$ cat src/rtl/i2c_mux_cfg_pkg.sv
// Package: shared widths and the transfer state encoding for the
// I2C-configured multiplexer. Assumes an 8-bit byte on the bus.
package i2c_mux_cfg_pkg;
    localparam int MUX_W  = 4;
    localparam int CFG_W  = MUX_W + 1;
    localparam int BYTE_W = 8;
    localparam int CNT_W  = $clog2(BYTE_W);

    typedef enum logic [3:0] {
        ST_IDLE,
        ST_ADDR,
        ST_ADDR_CHK,
        ST_ACK_ADDR,
        ST_WR,
        ST_WR_CHK,
        ST_ACK_WR,
        ST_RD,
        ST_RD_ACK
    } xfer_state_t;
endpackage

$ cat src/rtl/i2c_line_sync.sv
// Module: brings SCL and SDA into the clock domain through a chain of
// STAGES flops each and derives SCL edges, START and STOP.
// Assumes both lines idle high and STAGES >= 2.
module i2c_line_sync #(
    parameter int STAGES = 2
) (
    input  logic clk,
    input  logic rst_n,
    input  logic scl_i,
    input  logic sda_i,
    output logic scl_lvl,
    output logic sda_lvl,
    output logic scl_rise,
    output logic scl_fall,
    output logic start_evt,
    output logic stop_evt
);
    localparam int LINES = 2;

    logic [LINES-1:0] raw;
    logic [LINES-1:0] lvl;
    logic [LINES-1:0] prev;

    assign raw = {scl_i, sda_i};

    for (genvar g = 0; g < LINES; g++) begin : g_line
        logic [STAGES-1:0] chain;
        // Shift the raw line level through the synchroniser chain.
        always_ff @(posedge clk) begin
            if (!rst_n) chain <= '1;
            else        chain <= {chain[STAGES-2:0], raw[g]};
        end
        assign lvl[g] = chain[STAGES-1];
    end

    // Keep the previous synchronised levels for edge detection.
    always_ff @(posedge clk) begin
        if (!rst_n) prev <= '1;
        else        prev <= lvl;
    end

    assign scl_lvl   = lvl[1];
    assign sda_lvl   = lvl[0];
    assign scl_rise  = lvl[1] & ~prev[1];
    assign scl_fall  = ~lvl[1] & prev[1];
    assign start_evt = lvl[1] & prev[1] & prev[0] & ~lvl[0];
    assign stop_evt  = lvl[1] & prev[1] & ~prev[0] & lvl[0];
endmodule

$ cat src/rtl/i2c_cfg_target.sv
// Module: I2C target state machine that holds the configuration value.
// It handles one data byte per write and per read, and commits a write
// only at STOP. Assumes events come from i2c_line_sync.
module i2c_cfg_target
    import i2c_mux_cfg_pkg::*;
#(
    parameter logic [6:0] ADDR = 7'h2C
) (
    input  logic             clk,
    input  logic             rst_n,
    input  logic             scl_lvl,
    input  logic             sda_lvl,
    input  logic             scl_rise,
    input  logic             scl_fall,
    input  logic             start_evt,
    input  logic             stop_evt,
    input  logic             wp,
    output logic [CFG_W-1:0] cfg_q,
    output logic             sda_oe
);
    xfer_state_t        state;
    logic [CNT_W-1:0]   cnt;
    logic [BYTE_W-1:0]  shreg;
    logic [BYTE_W-1:0]  txsh;
    logic [BYTE_W-1:0]  rd_byte;
    logic [CFG_W-1:0]   pend;
    logic               pend_valid;
    logic               rnw;

    // Byte returned on a read: stored bits low, zeros above.
    assign rd_byte = {{(BYTE_W-CFG_W){1'b0}}, cfg_q};

    // Walk the transfer, drive the acknowledge and read bits, and commit at STOP.
    always_ff @(posedge clk) begin
        if (!rst_n) begin
            state      <= ST_IDLE;
            cnt        <= '0;
            shreg      <= '0;
            txsh       <= '0;
            pend       <= '0;
            pend_valid <= 1'b0;
            rnw        <= 1'b0;
            sda_oe     <= 1'b0;
            cfg_q      <= '0;
        end else if (stop_evt) begin
            state  <= ST_IDLE;
            sda_oe <= 1'b0;
            if (pend_valid) begin
                cfg_q      <= pend;
                pend_valid <= 1'b0;
            end
        end else if (start_evt) begin
            state  <= ST_ADDR;
            cnt    <= '0;
            sda_oe <= 1'b0;
        end else begin
            case (state)
                ST_ADDR, ST_WR: begin
                    if (scl_rise) begin
                        shreg <= {shreg[BYTE_W-2:0], sda_lvl};
                        cnt   <= cnt + 1'b1;
                        if (cnt == CNT_W'(BYTE_W-1))
                            state <= (state == ST_ADDR) ? ST_ADDR_CHK : ST_WR_CHK;
                    end
                end
                ST_ADDR_CHK: begin
                    if (scl_fall) begin
                        if (shreg[BYTE_W-1:1] == ADDR) begin
                            sda_oe <= 1'b1;
                            rnw    <= shreg[0];
                            state  <= ST_ACK_ADDR;
                        end else begin
                            state <= ST_IDLE;
                        end
                    end
                end
                ST_ACK_ADDR: begin
                    if (scl_fall) begin
                        cnt <= '0;
                        if (rnw) begin
                            sda_oe <= ~rd_byte[BYTE_W-1];
                            txsh   <= {rd_byte[BYTE_W-2:0], 1'b0};
                            state  <= ST_RD;
                        end else begin
                            sda_oe <= 1'b0;
                            state  <= ST_WR;
                        end
                    end
                end
                ST_WR_CHK: begin
                    if (scl_fall) begin
                        sda_oe     <= 1'b1;
                        pend       <= shreg[CFG_W-1:0];
                        pend_valid <= ~wp;
                        state      <= ST_ACK_WR;
                    end
                end
                ST_ACK_WR: begin
                    if (scl_fall) begin
                        sda_oe <= 1'b0;
                        state  <= ST_IDLE;
                    end
                end
                ST_RD: begin
                    if (scl_fall) begin
                        if (cnt == CNT_W'(BYTE_W-1)) begin
                            sda_oe <= 1'b0;
                            cnt    <= '0;
                            state  <= ST_RD_ACK;
                        end else begin
                            sda_oe <= ~txsh[BYTE_W-1];
                            txsh   <= {txsh[BYTE_W-2:0], 1'b0};
                            cnt    <= cnt + 1'b1;
                        end
                    end
                end
                ST_RD_ACK: begin
                    if (scl_rise) state <= ST_IDLE;
                end
                default: state <= ST_IDLE;
            endcase
        end
    end

    // The stored value moves only right after a STOP.
    assert_commit_at_stop_R7: assert property (@(posedge clk) disable iff (!rst_n)
        !$stable(cfg_q) |-> $past(stop_evt));

    // A pending write is armed only while write protect is low.
    assert_wp_discards_R8: assert property (@(posedge clk) disable iff (!rst_n)
        $rose(pend_valid) |-> !$past(wp));

    // SDA drive moves only after an SCL fall, START or STOP.
    assert_sda_on_low_scl_R11: assert property (@(posedge clk) disable iff (!rst_n)
        !$stable(sda_oe) |-> ($past(scl_fall) || $past(start_evt) || $past(stop_evt)));

    // SDA drive never changes while SCL has been high for two samples.
    assert_sda_steady_scl_high_R11: assert property (@(posedge clk) disable iff (!rst_n)
        (scl_lvl && $past(scl_lvl) && !$past(stop_evt) && !$past(start_evt)) |-> $stable(sda_oe));
endmodule

$ cat src/rtl/cfg_out_stage.sv
// Module: output stage. One mux per output picks the parallel bit or
// the gated stored bit. The top stored bit drives the auxiliary output.
// Assumes cfg holds MUX_W mux bits plus one auxiliary bit on top.
module cfg_out_stage #(
    parameter int MUX_W = 4,
    localparam int CFG_W = MUX_W + 1
) (
    input  logic [CFG_W-1:0] cfg,
    input  logic             sel,
    input  logic             force_low,
    input  logic [MUX_W-1:0] par_in,
    output logic [MUX_W-1:0] mux_out,
    output logic             aux_out
);
    logic [CFG_W-1:0] gated;

    // Clear every stored-value bit while the override is active.
    always_comb gated = cfg & {CFG_W{~force_low}};

    for (genvar n = 0; n < MUX_W; n++) begin : g_mux
        assign mux_out[n] = sel ? gated[n] : par_in[n];
    end

    assign aux_out = gated[CFG_W-1];
endmodule

$ cat src/rtl/i2c_mux_cfg.sv
// Module: top of the I2C-configured multiplexer. It chains the line
// synchroniser, the target state machine and the output stage.
// Assumes clk runs many times faster than SCL.
module i2c_mux_cfg
    import i2c_mux_cfg_pkg::*;
#(
    parameter logic [6:0] ADDR = 7'h2C,
    parameter int SYNC_STAGES = 2
) (
    input  logic             clk,
    input  logic             rst_n,
    input  logic             scl_i,
    input  logic             sda_i,
    output logic             sda_oe,
    input  logic             sel,
    input  logic [MUX_W-1:0] par_in,
    input  logic             wp,
    input  logic             force_low,
    output logic [MUX_W-1:0] mux_out,
    output logic             aux_out
);
    logic             scl_lvl, sda_lvl, scl_rise, scl_fall, start_evt, stop_evt;
    logic [CFG_W-1:0] cfg_q;

    i2c_line_sync #(.STAGES(SYNC_STAGES)) u_sync (
        .clk       (clk),
        .rst_n     (rst_n),
        .scl_i     (scl_i),
        .sda_i     (sda_i),
        .scl_lvl   (scl_lvl),
        .sda_lvl   (sda_lvl),
        .scl_rise  (scl_rise),
        .scl_fall  (scl_fall),
        .start_evt (start_evt),
        .stop_evt  (stop_evt)
    );

    i2c_cfg_target #(.ADDR(ADDR)) u_target (
        .clk       (clk),
        .rst_n     (rst_n),
        .scl_lvl   (scl_lvl),
        .sda_lvl   (sda_lvl),
        .scl_rise  (scl_rise),
        .scl_fall  (scl_fall),
        .start_evt (start_evt),
        .stop_evt  (stop_evt),
        .wp        (wp),
        .cfg_q     (cfg_q),
        .sda_oe    (sda_oe)
    );

    cfg_out_stage #(.MUX_W(MUX_W)) u_out (
        .cfg       (cfg_q),
        .sel       (sel),
        .force_low (force_low),
        .par_in    (par_in),
        .mux_out   (mux_out),
        .aux_out   (aux_out)
    );

    // The override holds every output taken from the stored value at zero.
    assert_override_low_R5: assert property (@(posedge clk) disable iff (!rst_n)
        force_low |-> (!aux_out && (!sel || mux_out == '0)));
endmodule

$ cat config.mk
export PLATFORM = sky130hd
export DESIGN_NAME = i2c_mux_cfg
export DESIGN_NICKNAME = d
export VERILOG_FILES = /design/src/rtl/i2c_mux_cfg_pkg.sv /design/src/rtl/i2c_line_sync.sv /design/src/rtl/i2c_cfg_target.sv /design/src/rtl/cfg_out_stage.sv /design/src/rtl/i2c_mux_cfg.sv
export SDC_FILE = /design/constraint.sdc
export NUM_CORES = 1
export LEC_CHECK = 0
export ABC_AREA = 1
export BUFFER_PORTS_ARGS = -buffer_cell sky130_fd_sc_hd__buf_2
export CAP_MARGIN = 5
export CORE_ASPECT_RATIO = 1.5
export CORE_MARGIN = 2
export CORE_UTILIZATION = 58
export DETAILED_ROUTE_END_ITERATION = 8
export GPL_ROUTABILITY_DRIVEN = 0
export PLACE_DENSITY = 0.9
export SYNTH_ARGS = -nofsm -noshare
export SYNTH_HDL_FRONTEND = slang
export SYNTH_SLANG_ARGS = --single-unit
$ cat constraint.sdc
create_clock -name clk -period 1.8 [get_ports clk]
set_input_delay 0.36 -clock clk [delete_from_list [all_inputs] [get_ports clk]]
set_output_delay 0.36 -clock clk [all_outputs]
set_load 0.05 [all_outputs]
# Word-level counts from Yosys, hierarchy flattened
# Cells that the tools add are included.
word_totals:
  regBits: 42
  input_bits: 11
  out_inout_bits: 6
  elab_cells: 117
classes:
  addsub: 1
  eq_ne: 31
  n_mux: 38
  bitwise_logic: 18
  n_reduce_logical: 16
ops:
  columns: ["cell", "n"]
  rows:
  - ["$mux W4", 9]
  - ["$mux W8", 4]
  - ["$pmux W4 S7", 1]
  - ["$ne A3 B3 Y1 const B", 7]
  - ["$mux W3", 6]
  - ["$reduce_and A9 Y1", 2]
  - ["$eq A4 B3 Y1 const B", 4]
  - ["$ne A2 B2 Y1 const B", 8]
  - ["$pmux W8 S2", 1]
  - ["$reduce_and A7 Y1", 2]
  - ["$mux W1", 13]
  - ["$not A1 Y1", 10]
  - ["$reduce_and A5 Y1", 2]
  - ["$pmux W3 S3", 1]
  - ["$eq A4 B2 Y1 const B", 2]
  - ["$ne A2 B1 Y1 const B", 4]
  - ["$reduce_and A4 Y1", 2]
  - ["$and A1 B1 Y1", 7]
  - ["$eq A7 B6 Y1 const B", 1]
  - ["$ne A3 B2 Y1 const B", 2]
  - ["$and A5 B5 Y5", 1]
  - ["$pmux W1 S5", 1]
  - ["$reduce_bool A5 Y1", 1]
  - ["$eq A4 B1 Y1 const B", 1]
  - ["other kinds (10)", 12]

# Logic depth before layout (Yosys ltp)
# Gate-level depths: netlist of the first run.
logic_depth:
  depth_word: 6
  depth_mapped: 11
  ltp_nobuf: 11

# By module
# A second synthesis of the first run with hierarchy kept.
unflattened:
  cells_unflattened: 292
  hier_area_um2: 2055.7
modules_own_cells:
  columns: ["module", "n_inst", "cells_each", "area_per_inst_um2", "seq_area_each_um2"]
  rows:
  - ["i2c_cfg_target", 1, 249, 1791.7, 700.7]
  - ["i2c_line_sync", 1, 27, 198.9, 120.1]
  - ["cfg_out_stage", 1, 16, 65.1, 0.0]

# Worst setup path after synthesis of the first run
# OpenSTA, ideal clock, no wires.
synth_timing:
  path_kind: "input to output"
  start: "in force_low"
  end: "out mux_out[0]"
  arrival_ps: 1246
  t_required_ps: 1440
  slack_ps: 194
  path_stages: 3
  path_buffers: 0
  cell_sequence: "inv_1 -> nand2_1 -> o22ai_1"
synth_via:
  elab_chain_cells: 3
synth_rtl:
  columns: ["element", "line_no", "source"]
  rows:
  - ["start, declared", "i2c_mux_cfg.sv:18", "input logic force_low,"]
  - ["$not A1 Y1", "cfg_out_stage.sv:18", "always_comb gated = cfg & {CFG_W{~force_low}};"]
  - ["$and A5 B5 Y5", "cfg_out_stage.sv:18", null]
  - ["$mux W1", "cfg_out_stage.sv:21", "assign mux_out[n] = sel ? gated[n] : par_in[n];"]
  - ["end, declared", "i2c_mux_cfg.sv:19", "output logic [MUX_W-1:0] mux_out,"]
# Every way passes these cells.

# Worst setup path after layout of the first run
layout_timing:
  start: "reg u_target.state[1]"
  end: "reg u_target.txsh[2]"
layout_via:
  elab_chain_cells: 3
  elab_cells_between_ends: 9
  classes_between: "eq/ne (6); mux (1); reduce/logical (2)"
layout_rtl:
  columns: ["element", "line_no", "source"]
  rows:
  - ["start, declared", "i2c_cfg_target.sv:21", "xfer_state_t state;"]
  - ["start signal, assigned", "i2c_cfg_target.sv:63", "state <= (state == ST_ADDR) ? ST_ADDR_CHK : ST_WR_CHK;"]
  - ["$eq A4 B3 Y1 / $eq A4 B2 Y1 (equally long branches)", "i2c_cfg_target.sv:57", "case (state)"]
  - ["$ne A2 B2 Y1 (no line), or another cell as far along", null, null]
  - ["$reduce_and A7 Y1 (no line)", null, null]
  - ["end signal, assigned", "i2c_cfg_target.sv:82", "txsh <= {rd_byte[BYTE_W-2:0], 1'b0};"]
  - ["end signal, assigned", "i2c_cfg_target.sv:112", "txsh <= {txsh[BYTE_W-2:0], 1'b0};"]
  - ["end, declared", "i2c_cfg_target.sv:24", "logic [BYTE_W-1:0] txsh;"]
# Parallel ways exist; a longest one is shown, timed or not.
# A chain may end at the register's enable or synchronous reset.

==> results of run 1 <==
[cells by family (layout without fill, tap and decap cells)]
family	after synthesis	count (layout)	synth area share
AO/OA/AOI/OAI	56	56	0.161
adder cells (fa/ha/maj)	2	2	0.0134
AND/OR/NAND/NOR	129	129	0.311
buffers and inverters	35	57	0.0745
flip-flops	41	41	0.441
[power breakdown]
group,internal [mW],total [mW],leakage (nW),switching (mW)
logic,0.309,0.945,0.611,0.636
registers,0.984,1.08,0.332,0.0948
clock network,0.415,0.746,0.0543,0.331
total,1.71,2.77,0.998,1.06
[Yosys cell counts (all sizes together)]
cell and n:
o211ai 2, ha 2, a31oi 4, a21boi 1
nand2 56, or2 4, o21ai 28, nand4 9
dfxtp 41, nor3 3, a21oi 16, inv 31
nor2 45, nand3 12, o22ai 5, clkbuf 3
buf 1
[critical path: cells and delay by family (launching register included)]
family | cells | cell delay (ns)
and+or+nand+nor | 5 | 0.57
DFF | 1 | 0.47
AOI/OAI and AO/OA | 2 | 0.29
buffers and inverters | 1 | 0.16
[sequential cells by signal, indices dropped and copies added (netlist names)]
register / cells
u_target.shreg: 8
u_target.txsh: 7
u_target.cfg_q: 5
u_target.pend: 5
u_sync.g_line.chain: 4
u_target.state: 4
u_target.cnt: 3
u_sync.prev: 2
u_target.pend_valid: 1
u_target.rnw: 1
u_target.sda_oe: 1
[worst max path at each step]
stage	from	end	slack [ns]	depth (start not counted)
floorplan	force_low	mux_out[0]	0.19	3
global placement	u_target.cnt[0]$_SDFFE_PN0P_	u_target.txsh[2]$_SDFFE_PN0P_	0.35	9
detailed placement	u_target.state[1]$_SDFFE_PP0P_	u_target.state[1]$_SDFFE_PP0P_	0.29	7
CTS	u_target.cnt[0]$_SDFFE_PN0P_	u_target.txsh[2]$_SDFFE_PN0P_	0.24	9
global route	u_target.state[0]$_SDFFE_PP0P_	u_target.state[1]$_SDFFE_PP0P_	0.05	8
finish	u_target.state[1]$_SDFFE_PP0P_	u_target.txsh[2]$_SDFFE_PN0P_	0.24	8
[routing by layer]
metal	vias to the layer above	share of wire
met2	47	0.52
met5	-	0
li1	904	-
met4	0	0.029
met3	12	0.042
met1	802	0.41
[layout make-up]
class	count	area (um^2)	share of cell area
multi-input combinational	187	903	0.430
sequential	41	821	0.391
timing repair buffer	18	95.1	0.0453
tap	40	50.0	0.0238
clock buffer	5	68.8	0.0328
clock inverter	3	46.3	0.0220
inverter	31	116	0.0554
==> metrics.cfg, run 1 <==
[outcome]
status = finished clean

[synth]
ys_seq_area_frac = 0.441
syn-num-nets = 276
yosys_warnings = 0
synth.largest_area_cell = dfxtp_1
syn_inst = 263
synth_area_leaders = dfxtp_1, nand2_1, nor2_1
syn_avg_cell_area_um2 = 7.08
synthesis.area_um2 = 1860
synth_cell_type_count = 23
synth-seq-cells = 41
netlist.area_leader.share = 0.441

[floorplanning]
die-width_um = 50.3
die_h_um = 73.4
pin_count = 17
fp.dieArea_um2 = 3690
initial_core_util = 0.602
core_area_um2 = 3100
core.rowCount = 25

[clock_network]
clock-sinks = 41
htreeDepth = 2
postCtsSetupBuffers = 0
root_buffer = clkbuf_8
path_clk_slew_ns = 0.08
cts_tree = done
numCtsBuffers = 5
cts_resized = 0
clk_path_buf_depth = 2
insertion_delay_ns = 0.30
holdBufCountCts = 0

[worst_setup_path]
crit_type = reg -> reg
crit_chain = nand2_4 -> nor2_2 -> nand2_2 -> nand2_2 -> nand2_2 -> inv_2 -> o21ai_0 -> a31oi_1
cp_data_arrival_time_ns = 1.79
start_kind = flip-flop
crit_fanout = 11
ff2ff_setup_slack_ns = 0.24
rr_startpoint = u_target.state[1]$_SDFFE_PP0P_
reg2reg_depth = 8
max_stage_delay_ns = 0.47
cp_slowest_cell = dfxtp_1
worst_setup_path_end_kind = flip-flop
required_ns = 2.03
r2r-end = u_target.txsh[2]$_SDFFE_PN0P_
crit_path_frequent_cell = nand2_2

[finish]
stdcell_area_um2 = 2100
layout_commonest_cell = nand2_1
drive_gt1_frac = 0.147
fin_nets = 297
layout_common_cells = nand2_1, nor2_1, dfxtp_1
final_core_util = 0.678
fill_cells = 261
area_growth_pct = 12.8
diodes = 0
fin_cells = 325

[sta]
hold-worst-slack_ns = 0.240
hold_violations = 0
setup_viol = 0
skew_ns = 0.00605
slew_headroom = 0.664
rsz0062_at_grt = no
fmax_mhz = 642
fin_tns_setup_ns = 0
tightestPinTransition_ns = 0.500
period_share = 0.866
worst_slack_ns = 0.242
slew_viol_final = 0
fin_crit_ns = 1.56

[global_route]
grt_overflow_total = 0
top_usage_layer = met2
grtUsageMet3 = 0.0528
met2_usage = 0.399
grt_pass1_wl_um = 6490
grt_util_met1 = 0.252
grt_pass1_vias = 1582
grt_max_degree = 26
antenna_found_initial = 0
grt_usage = 0.230

[power_and_ir_drop]
power.density_nw_per_um2 = 1320
vdd.ir_drop.worst_mv = 1.22
leakage_nw = 0.998
total_power_mw = 2.77

[routing]
viasPerCell = 5.43
drtPass1Iterations = 4
wirelength_um = 3950
drtAntennaViolNets = 0
vias = 1765
drt_iter0_markers = 81
drc_errors = 0
routedWlPerCell_um = 12.1

[place]
placed_area_um2 = 1990
numPortBuffers = 16
dp_cells = 317
pre_cts_ws_ns = 0.287
dpl.hpwl_um = 2870

[hold_path]
hold_path_end = u_target.pend_valid$_SDFFE_PP0P_
min_from = wp
hold_class = in -> reg
hold_depth = 2

[flow_run]
cap_viol_max_count = 0

(Power assumes the default switching activity.)
==> inputs of run 2 (changes only) <==
--- a/config.mk
+++ b/config.mk
@@ -10,10 +10,11 @@
 export CAP_MARGIN = 5
 export CORE_ASPECT_RATIO = 1.5
 export CORE_MARGIN = 2
-export CORE_UTILIZATION = 58
+export CORE_UTILIZATION = 52
 export DETAILED_ROUTE_END_ITERATION = 8
 export GPL_ROUTABILITY_DRIVEN = 0
-export PLACE_DENSITY = 0.9
+export PLACE_DENSITY = 0.86
+export SLEW_MARGIN = 25
 export SYNTH_ARGS = -nofsm -noshare
 export SYNTH_HDL_FRONTEND = slang
 export SYNTH_SLANG_ARGS = --single-unit
==> constraint.sdc (replaced) <==
create_clock -name clk -period 1.3 [get_ports clk]
set_input_delay 0.26 -clock clk [delete_from_list [all_inputs] [get_ports clk]]
set_output_delay 0.26 -clock clk [all_outputs]
set_load 0.05 [all_outputs]
==> run 2 against run 1 <==
The flow now finishes with violations (setup timing). Clock power up 41%. Via count is 19% higher. Die area is 11% higher. Routed wire length up 50%. Setup slack lost 0.41 ns. Final cell count grew 9.8%. Worst hold slack got worse by 0.11 ns. Critical path depth rose by 2. Sequential power increased by 50%. Total power is 87% higher. Utilization increased by 12 points. Non-clock buffer count up 29. Largest power group is now combinational cells.
==> metrics.cfg, run 2 (synthesis results as in run 1) <==
[worst_setup_path]
cp_slowest_cell = dfxtp_4
crit_type = reg -> reg
cp_data_arrival_time_ns = 1.69  ; -0.10 ns
rr_startpoint = u_target.state[1]$_SDFFE_PP0P_
max_stage_delay_ns = 0.43  ; -0.04 ns
required_ns = 1.52  ; -0.51 ns
ff2ff_setup_slack_ns = -0.17  ; -0.41 ns
cp_num_buf_inv = 1  ; unchanged
worst_setup_path_end_kind = flip-flop
start_kind = flip-flop
crit_path_frequent_cell = nand2_1
crit_chain = buf_6 -> nand4_1 -> nand3_2 -> nand2_2 -> nand2_1 -> nand2_1 -> nand2_1 -> nand2_1 -> nand2_1 -> nor2_1
crit_fanout = 5  ; -6
crit_start = u_target.state[1]$_SDFFE_PP0P_
path_delay_family = simple AND/OR/NAND/NOR gates

[global_route]
grt_pass1_wl_um = 7490  ; +15%
grt_overflow_total = 0  ; unchanged
grtUsageMet3 = 0.0603  ; +0.00747
top_usage_layer = met2
antenna_found_initial = 0  ; unchanged
grt_max_degree = 26  ; unchanged
met2_usage = 0.419  ; +0.0196
grt_usage = 0.244  ; +0.0143
grt_util_met1 = 0.268  ; +0.0160
grt_pass1_vias = 1823  ; +15%

[sta]
slew_viol_final = 0  ; unchanged
setup_viol = 20  ; +20
hold_violations = 0  ; unchanged
worst_slack_ns = -0.173  ; -0.415 ns
fin_crit_ns = 1.47  ; -0.0854 ns
slew_headroom = 0.705  ; +0.0412
rsz0062_at_grt = yes
tightestPinTransition_ns = 0.439  ; -0.0613 ns
period_share = 1.13  ; +0.267
skew_ns = 0.00913  ; +0.00308 ns
fmax_mhz = 679  ; +5.8%
fin_tns_setup_ns = -1.57  ; -1.57 ns

[power_and_ir_drop]
leakage_nw = 1.23  ; +23%
vdd.ir_drop.worst_mv = 2.07  ; +70%
power.density_nw_per_um2 = 1890  ; +44%
total_power_mw = 5.17  ; +87%

[floorplanning]
die_h_um = 77.3  ; +5.3%
fp.dieArea_um2 = 4090  ; +11%
core_area_um2 = 3420  ; +10%
initial_core_util = 0.545  ; -0.0562
pin_count = 17  ; unchanged
core.rowCount = 26  ; +4.0%
die-width_um = 52.9  ; +5.2%

[finish]
area_growth_pct = 46.5
layout_common_cells = nand2_1, nor2_1, dfxtp_1
largest-register = u_target.shreg
diodes = 0  ; unchanged
largest_reg_flops = 8  ; unchanged
drive_gt1_frac = 0.448  ; +0.300
fin_nets = 327  ; +10%
top_regs = u_target.shreg x8, u_target.txsh x7

[flow_run]
cap_viol_max_count = 0  ; unchanged

[routing]
viasPerCell = 5.87  ; +8.1%
drtAntennaViolNets = 0  ; unchanged
routedWlPerCell_um = 16.5  ; +36%
drtPass1Iterations = 5  ; +1
wirelength_um = 5900  ; +50%
drt_iter0_markers = 133  ; +64%
vias = 2096  ; +19%
drc_errors = 0  ; unchanged

[clock_network]
htreeDepth = 2  ; unchanged
path_clk_slew_ns = 0.09  ; about the same
cts_tree = done
insertion_delay_ns = 0.31  ; about the same
numCtsBuffers = 5  ; unchanged
holdBufCountCts = 0  ; unchanged
clock-sinks = 41  ; unchanged
root_buffer = clkbuf_8
clk_path_buf_depth = 2  ; unchanged

[place]
numPortBuffers = 16  ; unchanged
dpl.hpwl_um = 2980  ; +3.9%

[hold_path]
min_from = wp
hold_class = in -> reg

[outcome]
violations = setup timing
status = finished with violations

## run 2: final timing paths
path | endpoint | depth (start not counted)
setup reg to reg | u_target.state[0]$_SDFFE_PP0P_ | 10
setup / recovery | u_target.state[0]$_SDFFE_PP0P_ | 10
hold / removal | u_target.pend_valid$_SDFFE_PP0P_ | 2
hold reg to reg | u_sync.g_line[1].chain[1]$_SDFF_PN1_ | 1
## run 2: layout make-up
class | instances | area, um^2
multi-input cells | 187 | 1190
flip-flops and latches | 41 | 846
fillers | 199 | 687
repair buffers | 47 | 375
inverters | 31 | 139
clock buffers | 5 | 68.8
well taps | 42 | 52.6
clock inverters | 3 | 46.3
repair inverters | 1 | 7.51
## run 2: timing repair
action / 4_1_cts / 5_1_grt
setup buffers: 0 / 10
gates resized for setup: 41 / 81
pin swaps: 10 / 23
gates cloned: 1 / 0
setup endpoints to repair: 30 / 40
## run 2: worst reg2reg max path: stages (launching register included)
cell and delay, ns:
dfxtp_4 0.43, buf_6 0.12, nand4_1 0.17, nand3_2 0.15, nand2_2 0.09, nand2_1 0.09
nand2_1 0.05, nand2_1 0.09, nand2_1 0.07, nand2_1 0.07, nor2_1 0.04
## run 2: where the power goes
part,switching [mW],internal (mW),total [mW],leakage [nW]
logic,1.56,0.938,2.50,0.841
clock network,0.478,0.574,1.05,0.0543
registers,0.213,1.41,1.62,0.336
total,2.25,2.92,5.17,1.23
## run 2: through the flow
step                cell area [um^2]  instances  setup WS (ns)   util  hold WS [ns]
floorplan                       1870        263         -0.106      -         0.349
global placement                2140        338         -0.143  0.626         0.395
detailed placement              2140        338         -0.201  0.626         0.399
CTS                             2380        347        -0.0343  0.697         0.137
global route                    2730        357         -0.229  0.799         0.134
finish                          2730        357         -0.173  0.799         0.130
## run 2: per-layer routing
metal | vias to the layer above | wire length [um]
met5 | - | 0
met4 | 0 | 339
met3 | 40 | 437
met2 | 115 | 2960
met1 | 968 | 2170
li1 | 973 | -
